**src/rtl/seg_addr_pkg.sv**
```systemverilog
// Package: shared identifiers for the segment-offset address generator.
// Assumes two-bit encodings for both the segment identifier and the
// offset-source tag; the port encodings of the top module follow these.
package seg_addr_pkg;

    localparam int SEG_W_DEF   = 16;
    localparam int OFF_W_DEF   = 16;
    localparam int SHIFT_DEF   = 4;
    localparam int NUM_SEG     = 4;
    localparam int SEG_ID_W    = $clog2(NUM_SEG);

    typedef enum logic [SEG_ID_W-1:0] {
        SEG_CODE  = 2'd0,
        SEG_DATA  = 2'd1,
        SEG_STACK = 2'd2,
        SEG_EXTRA = 2'd3
    } seg_id_e;

    typedef enum logic [1:0] {
        SRC_IPTR    = 2'd0,
        SRC_STKPTR  = 2'd1,
        SRC_BASEPTR = 2'd2,
        SRC_GENERAL = 2'd3
    } off_src_e;

endpackage

```
**src/rtl/seg_regfile.sv**
```systemverilog
// Module: seg_regfile
// Holds the segment registers. It has one synchronous write port and one
// combinational read port. A read in the same cycle as a write returns the
// value from before the write. Assumes a synchronous active-low reset,
// which clears every register to zero.
module seg_regfile
    import seg_addr_pkg::*;
#(
    parameter int SEG_W = SEG_W_DEF
) (
    input  logic             clk,
    input  logic             rst_n,
    input  logic             wr_en,
    input  seg_id_e          wr_sel,
    input  logic [SEG_W-1:0] wr_data,
    input  seg_id_e          rd_sel,
    output logic [SEG_W-1:0] rd_data
);

    logic [SEG_W-1:0] seg_q [NUM_SEG];

    for (genvar gi = 0; gi < NUM_SEG; gi++) begin : g_seg
        // Load one register when the write port addresses it.
        always_ff @(posedge clk) begin
            if (!rst_n) begin
                seg_q[gi] <= '0;
            end else if (wr_en && (wr_sel == seg_id_e'(gi))) begin
                seg_q[gi] <= wr_data;
            end
        end


        seg_write_lands_chk: assert property (@(posedge clk) disable iff (!rst_n)
            (wr_en && (wr_sel == seg_id_e'(gi))) |=> (seg_q[gi] == $past(wr_data)));
    end

    // Return the addressed register.
    always_comb begin
        rd_data = seg_q[rd_sel];
    end

endmodule

```
**src/rtl/seg_select.sv**
```systemverilog
// Module: seg_select
// Picks the segment for an access from the offset-source tag and the
// override inputs. An instruction fetch always uses the code segment, and
// the override is ignored for it. For data accesses the default is the
// stack segment when the offset comes from a stack or base pointer, and
// the data segment otherwise. A valid override replaces that default with
// the data or the extra segment. Purely combinational.
module seg_select
    import seg_addr_pkg::*;
(
    input  off_src_e src_i,
    input  logic     ovr_en_i,
    input  logic     ovr_extra_i,
    output seg_id_e  seg_o
);

    seg_id_e dflt_seg;

    // Default segment from the offset source.
    always_comb begin
        unique case (src_i)
            SRC_IPTR:    dflt_seg = SEG_CODE;
            SRC_STKPTR,
            SRC_BASEPTR: dflt_seg = SEG_STACK;
            default:     dflt_seg = SEG_DATA;
        endcase
    end

    // Apply the override to data accesses only.
    always_comb begin
        if (src_i == SRC_IPTR) begin
            seg_o = SEG_CODE;
        end else if (ovr_en_i) begin
            seg_o = ovr_extra_i ? SEG_EXTRA : SEG_DATA;
        end else begin
            seg_o = dflt_seg;
        end
    end

endmodule

```
**src/rtl/seg_phys_adder.sv**
```systemverilog
// Module: seg_phys_adder
// Forms a physical address from a segment and an offset. The segment has
// SHIFT zero bits appended on the right, the offset is zero-extended, and
// the two are added at the segment width plus SHIFT. The carry out of the
// top bit is dropped, so the address wraps. Assumes OFF_W <= SEG_W + SHIFT.
module seg_phys_adder #(
    parameter int SEG_W = 16,
    parameter int OFF_W = 16,
    parameter int SHIFT = 4,
    localparam int PA_W = SEG_W + SHIFT
) (
    input  logic [SEG_W-1:0] seg_i,
    input  logic [OFF_W-1:0] off_i,
    output logic [PA_W-1:0]  addr_o
);

    logic [PA_W-1:0] base_ext;
    logic [PA_W-1:0] off_ext;

    // Align the segment to a paragraph, widen the offset, and add.
    always_comb begin
        base_ext = {seg_i, {SHIFT{1'b0}}};
        off_ext  = PA_W'(off_i);
        addr_o   = base_ext + off_ext;
    end

endmodule

```
**src/rtl/seg_phys_addr_gen.sv**
```systemverilog
// Module: seg_phys_addr_gen (top)
// Segment-offset physical address generator. It selects a segment,
// reads that segment register, adds the offset with wrap-around, and
// registers the address, the segment used and a valid flag. The result
// appears one cycle after the request. When there is no request the
// address and segment outputs hold and the valid flag drops. Synchronous
// active-low reset.
module seg_phys_addr_gen
    import seg_addr_pkg::*;
#(
    parameter int SEG_W = SEG_W_DEF,
    parameter int OFF_W = OFF_W_DEF,
    parameter int SHIFT = SHIFT_DEF,
    localparam int PA_W = SEG_W + SHIFT
) (
    input  logic                clk,
    input  logic                rst_n,
    input  logic                wr_en,
    input  logic [SEG_ID_W-1:0] wr_sel,
    input  logic [SEG_W-1:0]    wr_data,
    input  logic                req_valid,
    input  logic [OFF_W-1:0]    req_offset,
    input  logic [1:0]          req_src,
    input  logic                ovr_en,
    input  logic                ovr_extra,
    output logic                addr_valid,
    output logic [PA_W-1:0]     addr_out,
    output logic [SEG_ID_W-1:0] addr_seg
);

    seg_id_e          sel_seg;
    logic [SEG_W-1:0] sel_val;
    logic [PA_W-1:0]  sum_addr;

    seg_select u_select (
        .src_i       (off_src_e'(req_src)),
        .ovr_en_i    (ovr_en),
        .ovr_extra_i (ovr_extra),
        .seg_o       (sel_seg)
    );

    seg_regfile #(.SEG_W(SEG_W)) u_regs (
        .clk     (clk),
        .rst_n   (rst_n),
        .wr_en   (wr_en),
        .wr_sel  (seg_id_e'(wr_sel)),
        .wr_data (wr_data),
        .rd_sel  (sel_seg),
        .rd_data (sel_val)
    );

    seg_phys_adder #(.SEG_W(SEG_W), .OFF_W(OFF_W), .SHIFT(SHIFT)) u_adder (
        .seg_i  (sel_val),
        .off_i  (req_offset),
        .addr_o (sum_addr)
    );

    // Register the result when a request is accepted; hold otherwise.
    always_ff @(posedge clk) begin
        if (!rst_n) begin
            addr_valid <= 1'b0;
            addr_out   <= '0;
            addr_seg   <= '0;
        end else begin
            addr_valid <= req_valid;
            if (req_valid) begin
                addr_out <= sum_addr;
                addr_seg <= sel_seg;
            end
        end
    end


    valid_follows_req_chk: assert property (@(posedge clk) disable iff (!rst_n)
        req_valid |=> addr_valid);


    idle_hold_chk: assert property (@(posedge clk) disable iff (!rst_n)
        !req_valid |=> (!addr_valid && $stable(addr_out) && $stable(addr_seg)));


    paragraph_align_chk: assert property (@(posedge clk) disable iff (!rst_n)
        (req_valid && (req_offset == '0)) |=> (addr_out[SHIFT-1:0] == '0));


    fetch_code_seg_chk: assert property (@(posedge clk) disable iff (!rst_n)
        (req_valid && (req_src == 2'd0)) |=> (addr_seg == 2'd0));


    stack_default_chk: assert property (@(posedge clk) disable iff (!rst_n)
        (req_valid && !ovr_en && ((req_src == 2'd1) || (req_src == 2'd2)))
        |=> (addr_seg == 2'd2));


    data_default_chk: assert property (@(posedge clk) disable iff (!rst_n)
        (req_valid && !ovr_en && (req_src == 2'd3)) |=> (addr_seg == 2'd1));


    override_target_chk: assert property (@(posedge clk) disable iff (!rst_n)
        (req_valid && ovr_en && (req_src != 2'd0))
        |=> (addr_seg == ($past(ovr_extra) ? 2'd3 : 2'd1)));

endmodule

```
**config.mk**
```make
export PLATFORM = sky130hd
export DESIGN_NAME = seg_phys_addr_gen
export DESIGN_NICKNAME = d
export VERILOG_FILES = /design/src/rtl/seg_addr_pkg.sv /design/src/rtl/seg_regfile.sv /design/src/rtl/seg_select.sv /design/src/rtl/seg_phys_adder.sv /design/src/rtl/seg_phys_addr_gen.sv
export SDC_FILE = /design/constraint.sdc
export NUM_CORES = 1
export LEC_CHECK = 0
export ABC_CLOCK_PERIOD_IN_PS = 3510
export BUFFER_PORTS_ARGS = -buffer_cell sky130_fd_sc_hd__buf_2
export CORE_ASPECT_RATIO = 1.1
export CORE_MARGIN = 4
export CORE_UTILIZATION = 54
export CTS_BUF_LIST = sky130_fd_sc_hd__clkbuf_2
export CTS_CLUSTER_DIAMETER = 100
export DETAILED_ROUTE_END_ITERATION = 10
export GPL_TIMING_DRIVEN = 0
export PLACE_DENSITY = 0.79
export SLEW_MARGIN = 10
export SYNTH_ARGS = -nofsm -noshare
export SYNTH_HDL_FRONTEND = slang
export SYNTH_SLANG_ARGS = --single-unit
```
**constraint.sdc**
```tcl
create_clock -name clk -period 3.51 [get_ports clk]
set_input_delay 0.5265 -clock clk [delete_from_list [all_inputs] [get_ports clk]]
set_output_delay 0.5265 -clock clk [all_outputs]
set_load 0.03 [all_outputs]
```
==> Flow_metrics.wiki <==
{| class="wikitable"
! Metric !! Value
|-
| Number of port buffers || 61
|-
| Number of register bits inferred by synthesis || 87
|-
| CTS clock-pin slew for the worst setup and hold paths || 0.22 ns
|-
| Global-route wire length before repair || 16.0 mm
|-
| Number of enable flip-flop cells after synthesis || 64
|-
| Grt total ovfl || 0
|-
| Share of post-route cells with drive strength above 1 || 23.6%
|-
| Peak supply drop || 0.215 mV
|-
| Asr flop ratio synth || 0%
|-
| Nets in the synthesized netlist || 450
|-
| Run status || completed
|-
| Final Net Count || 526
|-
| Total routed wirelength || 10.0 mm
|-
| Critical Path Start Type || input port
|-
| Sequential Area || 0.00238 mm2
|-
| Ratio of routed vias to standard cells || 5.61
|-
| Type of destination of the critical path || register
|-
| TritonCTS clock tree || yes
|-
| Crit Path Max Fanout || 10
|-
| Required @ worst endpoint || 4.00 ns
|-
| Global-route usage over all layers || 21.3%
|-
| H-tree depth reported by CTS || 3
|-
| Multi-input gate area in the final layout || 0.00200 mm2
|-
| Final count of negative-setup-slack endpoints || 0
|-
| Worst slack at placement || -0.434 ns
|-
| Via count of the first global-routing pass || 3,328
|-
| Buf+Inv Stages, Crit Path || 5
|-
| Number of max-slew violations in the final report || 0
|-
| Number of max-cap violations || 0
|-
| Top-area cell type share of the netlist area || 42.6%
|-
| Worst hold-check path type || input port to register
|-
| Vias || 3,269
|-
| Initial standard-cell utilization of the core || 56.2%
|-
| Post-DR wirelength/cell || 17.2 um
|-
| Most instantiated flip-flop cell in the synthesis netlist || sky130_fd_sc_hd__edfxtp_1
|-
| Sinks on Clock Net || 87
|-
| Max-slew headroom at the worst pin || 51.5%
|-
| Setup Crit Path Kind || input port to register
|-
| Clock Path Buffers || 2
|-
| Final clock period utilization by the worst path || 94.7%
|-
| Antenna violations before repair || 0
|-
| Dominant delay contributor by cell family on the critical path || compound AO/OA/AOI/OAI gates
|-
| Cells after synthesis || 394
|-
| Clock latency reported for the late side of the worst-skew pair || 0.56 ns
|-
| Post-Syn Area || 0.00452 mm2
|-
| Static leakage power || 2.13 nW
|-
| Number of inserted filler cells in the final layout || 631
|-
| RSZ-0062 raised after global routing || false
|-
| Worst Slack Setup Final || 0.185 ns
|-
| Die extent in x || 95.2 um
|-
| Cts bufs inserted || 9
|-
| Count of unique library cells instantiated by Yosys || 65
|-
| Top post-synthesis cells by area || sky130_fd_sc_hd__edfxtp_1 43%, sky130_fd_sc_hd__dfxtp_1 10%, sky130_fd_sc_hd__and2_1 9.0%
|-
| Synth area leader || sky130_fd_sc_hd__edfxtp_1
|-
| Synthesized area per cell || 11.5 um2
|-
| YS warnings || 0
|-
| Number of search-and-repair iterations in the first detailed-routing pass || 5
|-
| Post-route ant nets || 0
|-
| Initial drt markers || 311
|-
| Count leader, synth || sky130_fd_sc_hd__and2_1
|-
| Maximum number of pins on one net before global-route repair || 17
|-
| CP max stage delay || 0.38 ns
|-
| Num rows || 34
|-
| Count of boundary I/O pins || 65
|-
| Total die area || 0.00989 mm2
|-
| Share of the yosys chip area belonging to registers || 52.8%
|-
| Min Tclk post-route || 3.33 ns
|-
| Final count of hold timing violations || 0
|-
| Worst setup skew after layout || 0.0264 ns
|-
| Commonest cells post-synth || 65 x sky130_fd_sc_hd__and2_1, 64 x sky130_fd_sc_hd__edfxtp_1, 27 x sky130_fd_sc_hd__nand2_1
|-
| Max Clk Rate || 301 MHz
|-
| Final Wtd Congestion || 0.839
|-
| WP data arrival || 3.81 ns
|-
| Ratio of total power to cell area || 453 mW/mm2
|-
| Half-perimeter wire length of the detailed placement result || 7.35 mm
|-
| DRC violations left || 0
|-
| Fin Setup TNS || 0 ns
|-
| Die height || 104 um
|-
| Slew at the pin closest to its max-slew limit || 0.727 ns
|-
| Critical-path top delay cell || sky130_fd_sc_hd__fa_2
|-
| Number of antenna repair diodes || 0
|-
| Hold buffer count at cts || 0
|-
| Cell-by-cell trace of the critical path || buf_2 -> inv_1 -> ha_1 -> buf_6 -> or2b_1 -> buf_4 -> nand2_2 -> buf_4 -> a221oi_1 -> a21oi_1 -> ha_1 -> fa_2 -> a211oi_2 -> o21bai_2 -> o2111ai_2 -> a21o_1 -> a21oi_1 -> o21a_1
|-
| Area of the core || 0.00804 mm2
|-
| CTS root buffer || sky130_fd_sc_hd__clkbuf_2
|-
| Area growth from synthesis to layout || 14.0%
|}
-- worst paths after layout --
| path | start | endpoint | slack [ns] | depth (start not counted) |
|---|---|---|---|---|
| min reg2reg | addr_out[13]$_SDFFE_PN0P_ | addr_out[13]$_SDFFE_PN0P_ | 0.49 | 2 |
| max | req_src[0] | addr_out[14]$_SDFFE_PN0P_ | 0.18 | 18 |
| max reg2reg | u_regs.seg_q[1][0]$_SDFFCE_PN0P_ | addr_out[14]$_SDFFE_PN0P_ | 0.93 | 10 |
| min | req_offset[2] | addr_out[2]$_SDFFE_PN0P_ | 0.22 | 3 |
-- state kept, by name (all words and copies together), names as in the netlist --
register,flops
addr_seg,2
addr_valid,1
u_regs.seg_q,64
addr_out,20
-- per-stage QoR --
step / util [%] / hold slack (ns) / total power (W) / instances / instance area [um2]
2_1_floorplan: - / 0.580 / 0.00167 / 394 / 4520
3_3_place_gp: 61.7 / 0.448 / 0.00181 / 563 / 4960
3_5_place_dp: 62.6 / 0.465 / 0.00184 / 567 / 5030
4_1_cts: 63.9 / 0.198 / 0.00233 / 583 / 5140
5_1_grt: 64.0 / 0.184 / 0.00245 / 583 / 5150
6_report: 64.0 / 0.215 / 0.00233 / 583 / 5150
-- cell usage in the layout (no fill, tap or decap), drive strengths merged, types with 3 or more instances in the layout --
| master | instances |
|---|---|
| buf | 74 |
| and2 | 66 |
| edfxtp | 64 |
| nand2 | 28 |
| clkbuf | 24 |
| dfxtp | 23 |
| mux2i | 22 |
| a21oi | 21 |
| o21ai | 15 |
| nor2b | 14 |
| ha | 13 |
| nand3 | 9 |
| a22oi | 8 |
| a221oi | 8 |
| nor2 | 8 |
| inv | 6 |
| a21boi | 6 |
| a21o | 4 |
| xnor2 | 4 |
| o211ai | 4 |
| o221ai | 3 |
| nand2b | 3 |
| nand3b | 3 |
| nand4 | 3 |
| a211oi | 3 |
| clkinv | 3 |
-- repair_timing --
| action | CTS | global route |
|---|---|---|
| resized for setup | 0 | 2 |
| setup buffers | 0 | 0 |
| endpoints found under the setup margin | 0 | 3 |
-- logic make-up (layout without fill, tap and decap cells) --
family,count (synthesis),in the layout,share of synthesized area (%)
multiplexers,24,24,5.65
flip-flops,87,87,52.8
adder cells (fa/ha/maj),14,14,4.05
XOR/XNOR,6,6,1.16
AND/OR/NAND/NOR,144,144,18.4
buffers and inverters,28,109,3.49
AO/OA/AOI/OAI,91,91,14.5
-- power breakdown --
part | switching (W) | leakage, nW | internal, W
registers | 0.0000334 | 0.820 | 0.00119
clock network | 0.000341 | 0.0719 | 0.000171
logic | 0.000357 | 1.23 | 0.000238
-- cell type report --
class	instances	area share, %
clock buffer	12	1.17
multi-input combinational	279	38.9
inverter	7	0.510
sequential	87	46.3
buffer	21	2.55
timing repair buffer	65	7.02
clock inverter	4	0.924
tap	108	2.63
-- worst register-to-register path, stage by stage (launching register included) --
cell	delay [ns]
sky130_fd_sc_hd__edfxtp_1	0.42
sky130_fd_sc_hd__a221oi_1	0.32
sky130_fd_sc_hd__a21oi_1	0.08
sky130_fd_sc_hd__ha_1	0.22
sky130_fd_sc_hd__fa_2	0.38
sky130_fd_sc_hd__a211oi_2	0.28
sky130_fd_sc_hd__o21bai_2	0.13
sky130_fd_sc_hd__o2111ai_2	0.29
sky130_fd_sc_hd__a21o_1	0.16
sky130_fd_sc_hd__a21oi_1	0.07
sky130_fd_sc_hd__o21a_1	0.17
-- per-layer routing --
metal	wire [um]	vias up	GRT usage (%)
li1	-	1600	-
met2	4830	142	34.6
met1	4180	1508	26.5
met3	772	19	4.56
met4	234	0	10.1
met5	0	-	0
Power figures use the tool's default switching activity.
